[src/rtl/codec_ctl_pkg.sv]
// Package: shared mode and frequency encodings for the codec mode controller.
// Assumes: mode bit 0 means the transmit path runs, bit 1 the receive path.
package codec_ctl_pkg;

    typedef enum logic [1:0] {
        MODE_DOWN = 2'b00,
        MODE_TXH  = 2'b01,
        MODE_RXH  = 2'b10,
        MODE_FULL = 2'b11
    } mode_t;

    localparam logic [1:0] FREQ_1536     = 2'b00;
    localparam logic [1:0] FREQ_1536_1544 = 2'b01;
    localparam logic [1:0] FREQ_2048     = 2'b10;

    localparam int PIN_FS_TX = 0;
    localparam int PIN_FS_RX = 1;
    localparam int PIN_MCLK  = 2;
    localparam int PIN_BSEL  = 3;
    localparam int NUM_PINS  = 4;

    // Frequency code for a law and a select-pin set.
    function automatic logic [1:0] freq_of(input logic mu_law, input logic alt_set);
        if (mu_law) return alt_set ? FREQ_2048 : FREQ_1536;
        else        return alt_set ? FREQ_1536_1544 : FREQ_2048;
    endfunction

endpackage

[src/rtl/cmc_activity.sv]
// Module: per-pin activity monitor.
// Registers the pin, flags edges and rising edges, and reports the pin as
// toggling while an edge was seen within the last WIN cycles.
// Assumes: the pin is already synchronous to clk.
module cmc_activity #(
    parameter int   WIN     = 32,
    parameter logic RST_LVL = 1'b0
) (
    input  logic clk,
    input  logic rst_n,
    input  logic pin_i,
    output logic level_o,
    output logic edge_o,
    output logic rise_o,
    output logic active_o
);
    localparam int CW = $clog2(WIN + 1);

    logic          cur_q, prev_q, act_q;
    logic [CW-1:0] idle_q;

    // Sample the pin and keep one cycle of history.
    always_ff @(posedge clk) begin
        if (!rst_n) begin
            cur_q  <= RST_LVL;
            prev_q <= RST_LVL;
        end else begin
            cur_q  <= pin_i;
            prev_q <= cur_q;
        end
    end

    assign edge_o  = cur_q ^ prev_q;
    assign rise_o  = cur_q & ~prev_q;
    assign level_o = cur_q;

    // Count quiet cycles and drop the toggling flag when the window runs out.
    always_ff @(posedge clk) begin
        if (!rst_n) begin
            idle_q <= '0;
            act_q  <= 1'b0;
        end else if (edge_o) begin
            idle_q <= '0;
            act_q  <= 1'b1;
        end else if (idle_q == CW'(WIN - 1)) begin
            act_q  <= 1'b0;
        end else begin
            idle_q <= idle_q + 1'b1;
        end
    end

    assign active_o = act_q;
endmodule

[src/rtl/cmc_pd_timer.sv]
// Module: silence timer for the frame syncs.
// Restarts on any frame-sync edge and reports expiry after LIMIT quiet cycles.
// Assumes: reset leaves the timer expired so the block starts powered down.
module cmc_pd_timer #(
    parameter int LIMIT = 4096
) (
    input  logic clk,
    input  logic rst_n,
    input  logic restart_i,
    output logic expired_o
);
    localparam int TW = $clog2(LIMIT + 1);

    logic [TW-1:0] cnt_q;

    // Count up to the limit, restarting on each frame-sync edge.
    always_ff @(posedge clk) begin
        if (!rst_n)                    cnt_q <= TW'(LIMIT);
        else if (restart_i)            cnt_q <= '0;
        else if (cnt_q != TW'(LIMIT))  cnt_q <= cnt_q + 1'b1;
    end

    assign expired_o = (cnt_q == TW'(LIMIT));
endmodule

[src/rtl/cmc_tx_gate.sv]
// Module: transmit permit after power-up.
// Counts transmit frame-sync rising edges seen while powered up and grants
// the permit from the second one on; power-down clears the count.
// Assumes: down_i reflects the registered mode.
module cmc_tx_gate #(
    parameter int NEED = 2
) (
    input  logic clk,
    input  logic rst_n,
    input  logic down_i,
    input  logic rise_i,
    output logic permit_o
);
    localparam int GW = $clog2(NEED + 1);

    logic [GW-1:0] seen_q;

    // Saturating pulse count since the last power-up.
    always_ff @(posedge clk) begin
        if (!rst_n)                              seen_q <= '0;
        else if (down_i)                         seen_q <= '0;
        else if (rise_i && seen_q != GW'(NEED))  seen_q <= seen_q + 1'b1;
    end

    assign permit_o = (seen_q == GW'(NEED));
endmodule

[src/rtl/codec_mode_ctl.sv]
// Module: codec mode and clock controller (top).
// Classifies four control pins as toggling or static, derives the operating
// mode, clock routing and frequency code, times the silent power-down and
// gates the transmit output after power-up.
// Assumes: all pins are synchronous levels; clk is the master clock count base.
module codec_mode_ctl
    import codec_ctl_pkg::*;
#(
    parameter int ACT_WIN   = 32,
    parameter int PD_CYCLES = 4096,
    parameter bit MU_LAW    = 1'b1
) (
    input  logic       clk,
    input  logic       rst_n,
    input  logic       fs_tx_i,
    input  logic       fs_rx_i,
    input  logic       mclk_rx_pd_i,
    input  logic       bclk_rx_sel_i,
    output logic [1:0] mode_o,
    output logic       mclk_rx_sel_o,
    output logic       rx_bclk_from_tx_o,
    output logic [1:0] freq_code_o,
    output logic       rx_data_en_o,
    output logic       tx_out_en_o
);
    localparam logic [NUM_PINS-1:0] RST_LVLS = 4'b1000;

    logic [NUM_PINS-1:0] pins, lvl, edg, rise, act;
    logic                pd_force, fs_edge, silent, expired, permit;
    mode_t               mode_q, mode_d;

    assign pins = {bclk_rx_sel_i, mclk_rx_pd_i, fs_rx_i, fs_tx_i};

    genvar gi;
    generate
        for (gi = 0; gi < NUM_PINS; gi++) begin : g_mon
            cmc_activity #(.WIN(ACT_WIN), .RST_LVL(RST_LVLS[gi])) u_mon (
                .clk     (clk),
                .rst_n   (rst_n),
                .pin_i   (pins[gi]),
                .level_o (lvl[gi]),
                .edge_o  (edg[gi]),
                .rise_o  (rise[gi]),
                .active_o(act[gi])
            );
        end
    endgenerate

    assign fs_edge  = edg[PIN_FS_TX] | edg[PIN_FS_RX];
    assign pd_force = lvl[PIN_MCLK] & ~act[PIN_MCLK];
    assign silent   = ~act[PIN_FS_TX] & ~act[PIN_FS_RX];

    cmc_pd_timer #(.LIMIT(PD_CYCLES)) u_timer (
        .clk      (clk),
        .rst_n    (rst_n),
        .restart_i(fs_edge),
        .expired_o(expired)
    );

    cmc_tx_gate #(.NEED(2)) u_gate (
        .clk     (clk),
        .rst_n   (rst_n),
        .down_i  (mode_q == MODE_DOWN),
        .rise_i  (rise[PIN_FS_TX]),
        .permit_o(permit)
    );

    // Choose the next mode; forced power-down has the highest priority.
    always_comb begin
        mode_d = mode_q;
        if (pd_force)                              mode_d = MODE_DOWN;
        else if (act[PIN_FS_TX] && act[PIN_FS_RX]) mode_d = MODE_FULL;
        else if (act[PIN_FS_TX])                   mode_d = MODE_TXH;
        else if (act[PIN_FS_RX])                   mode_d = MODE_RXH;
        else if (silent && expired)                mode_d = MODE_DOWN;
    end

    // Hold the operating mode.
    always_ff @(posedge clk) begin
        if (!rst_n) mode_q <= MODE_DOWN;
        else        mode_q <= mode_d;
    end

    // Drive the clock routing and permit outputs from the held mode.
    always_comb begin
        mode_o            = mode_q;
        mclk_rx_sel_o     = (mode_q == MODE_RXH) && act[PIN_MCLK];
        rx_bclk_from_tx_o = ~act[PIN_BSEL];
        freq_code_o       = freq_of(MU_LAW, ~act[PIN_BSEL] & ~lvl[PIN_BSEL]);
        rx_data_en_o      = mode_q[1];
        tx_out_en_o       = mode_q[0] & permit;
    end
endmodule

[config.mk]
export PLATFORM = sky130hd
export DESIGN_NAME = codec_mode_ctl
export DESIGN_NICKNAME = d
export VERILOG_FILES = /design/src/rtl/codec_ctl_pkg.sv /design/src/rtl/cmc_activity.sv /design/src/rtl/cmc_pd_timer.sv /design/src/rtl/cmc_tx_gate.sv /design/src/rtl/codec_mode_ctl.sv
export SDC_FILE = /design/constraint.sdc
export NUM_CORES = 1
export LEC_CHECK = 0
export BUFFER_PORTS_ARGS = -buffer_cell sky130_fd_sc_hd__clkbuf_2
export CAP_MARGIN = 20
export CORE_MARGIN = 1
export CORE_UTILIZATION = 50
export DETAILED_ROUTE_END_ITERATION = 12
export PLACE_DENSITY = 0.73
export SKIP_LAST_GASP = 1
export SLEW_MARGIN = 15
export SYNTH_ARGS = -nofsm -noshare
export SYNTH_HDL_FRONTEND = slang
export SYNTH_HIERARCHICAL = 1
export SYNTH_SLANG_ARGS = --single-unit
[constraint.sdc]
create_clock -name clk -period 2.6 [get_ports clk]
set_input_delay 0.13 -clock clk [delete_from_list [all_inputs] [get_ports clk]]
set_output_delay 0.13 -clock clk [all_outputs]
set_load 0.02 [all_outputs]
==> reports/qor.csv <==
metric,value,unit
status,"finished, final reports clean",
place_area,2594,um^2
drcViolationCount,0,
hold_class,primary input to register,
port_buffers,12,
viasPerCell,5.443,
area_growth,7.730,%
setup_ws,0.7097,ns
cpMostUsedCell,inv_1,
final_antenna_net_count,0,
netlist_instances,277,
firstDrtPassIters,4,
min_period_over_period,72.70,%
crit_fanout,5,
power_density,569.6,nW/um^2
syn_area_per_cell,9.115,um^2
grt_max_degree,23,
grt_usage,18.10,%
cts-root-buf,clkbuf_8,
tns,0,ns
yosys_warnings,6,
antenna_found_initial,0,
ir_drop,0.0003135,V
overflow,0,
clock_latency,0.30,ns
cts_made_buffers,5,
cts.sinks,53,
pwr-share-comb,7.8,%
clockPowerShare,36.4,%
max_freq,529.0,MHz
htree_num_levels,2,
coreArea,4786,um^2
rsz0062_at_grt,false,
min_period,1.890,ns
drv_slew,0,
critPathRequiredTime,2.85,ns
power.share.sequential,55.8,%
globalplace.congestion,0.8440,
grt_pass1_vias,1811,
die-area,5338,um^2
dpl.hpwl,3.081,mm
cts_resized,0,
p_int,1.207,mW
nets,306,
routed_wl,4.264,mm
switchingPower,0.3426,mW
grt_pass1_wl,7.548,mm
start_util,52.76,%
vias,1943,
drt_iter0_drc,59,
leakage,0.9861,nW
fin_skew,0.007649,ns
place_ws,0.7279,ns
critical_path_class,register to register,
start_kind,register,
finalHoldViolCount,0,
io_pins,14,
syn_nets,294,
wl_per_cell,11.94,um
fin_util,56.84,%
path_clk_slew,0.09,ns
antenna_cells,0,
cp_slowest_cell,or4_1,
cts_buffer_depth,2,
netSwitchingFraction,22.11,%
synth_area,2525,um^2
path_cells,"inv_1, ha_1, inv_1, or2_2, or3b_1, or4_1, nand4_1",
final_area,2720,um^2
dieWidth,73.06,um
p_total,1.549,mW
final_layout_size_suffix_gt1_share,12.76,%
drv_cap,0,
core.rowCount,25,
max_stage_delay,0.39,ns
arrival,2.14,ns
finalSetupViolations,0,
endpoint_kind,register,
cts_tree,built,
die_y,73.06,um
-- layout by cell type (no fill, tap or decap), types with 5 or more instances in the layout --
cell      count
and2_1        6
ha_1         11
nor3_1       14
or4_1        10
inv_1        15
xor2_1        6
nand2b_1      5
o21ai_0       9
clkbuf_2     12
nand3_1      12
dfxtp_1      53
o21ai_1       6
clkbuf_8      6
o31ai_1       5
nor2_1       10
a21oi_1      24
a21boi_1      8
nand2_1      21
-- worst paths after layout --
kind                               start  depth (start not counted)  slack [ns]                      to
hold reg to reg   g_mon[1].u_mon/level_o                          1        0.48   g_mon[1].u_mon/prev_q
hold / removal              mclk_rx_pd_i                          2        0.03  g_mon[2].u_mon/level_o
setup reg to reg   g_mon[1].u_mon/prev_q                          7        0.71       u_timer/cnt_q[12]
setup / recovery   g_mon[1].u_mon/prev_q                          7        0.71       u_timer/cnt_q[12]
-- metrics by stage --
step	std cells	hold slack, ns
2_1_floorplan	277	0.2030
3_3_place_gp	348	0.3194
3_5_place_dp	348	0.3204
4_1_cts	357	0.02459
5_1_grt	357	0.01241
6_report	357	0.03419
-- registers in the layout (all words and copies together), names as in the netlist --
signal / count
u_gate/seen_q: 2
g_mon.u_mon/level_o: 4
g_mon.u_mon/prev_q: 4
g_mon.u_mon/idle_q: 24
mode_o: 2
g_mon.u_mon/active_o: 4
u_timer/cnt_q: 13
-- power groups by stage --
stage                     Combinational, mW  Sequential [mW]  Clock [mW]
after global placement                0.118            0.884           0
after global routing                  0.140            0.870       0.625
after CTS                             0.121            0.865       0.594
final                                 0.120            0.865       0.564
after floorplan                      0.0923            0.881           0
after detailed placement              0.120            0.884           0
-- what timing repair did --
action,CTS,global route
hold buffers,1,0
endpoints found under the hold margin,1,0
setup buffers,0,0
-- metal layers --
| layer | up-vias | global-route usage (%) | wire length, um |
|---|---|---|---|
| met4 | 0 | 4.575 | 38 |
| met1 | 887 | 21.96 | 2122 |
| li1 | 1027 | - | - |
| met3 | 5 | 5.801 | 162 |
| met2 | 24 | 30.86 | 1940 |
| met5 | - | 0 | 0 |
-- critical path, delay by kind of cell (launching register included) --
| kind | cells | cell delay, ns |
|---|---|---|
| flops | 1 | 0.31 |
| buf+inv | 2 | 0.07 |
| simple gates | 4 | 1.14 |
| fa+ha+maj | 1 | 0.30 |
-- layout make-up --
class | count | area (um^2)
multi-input cells | 201 | 1333
inverters | 15 | 56.30
fillers | 421 | 2066
flip-flops and latches | 53 | 1061
clock inverters | 1 | 30.03
repair buffers | 13 | 70.07
clock buffers | 7 | 86.33
well taps | 67 | 83.83
No activity file was read; power rests on OpenSTA's default activity.
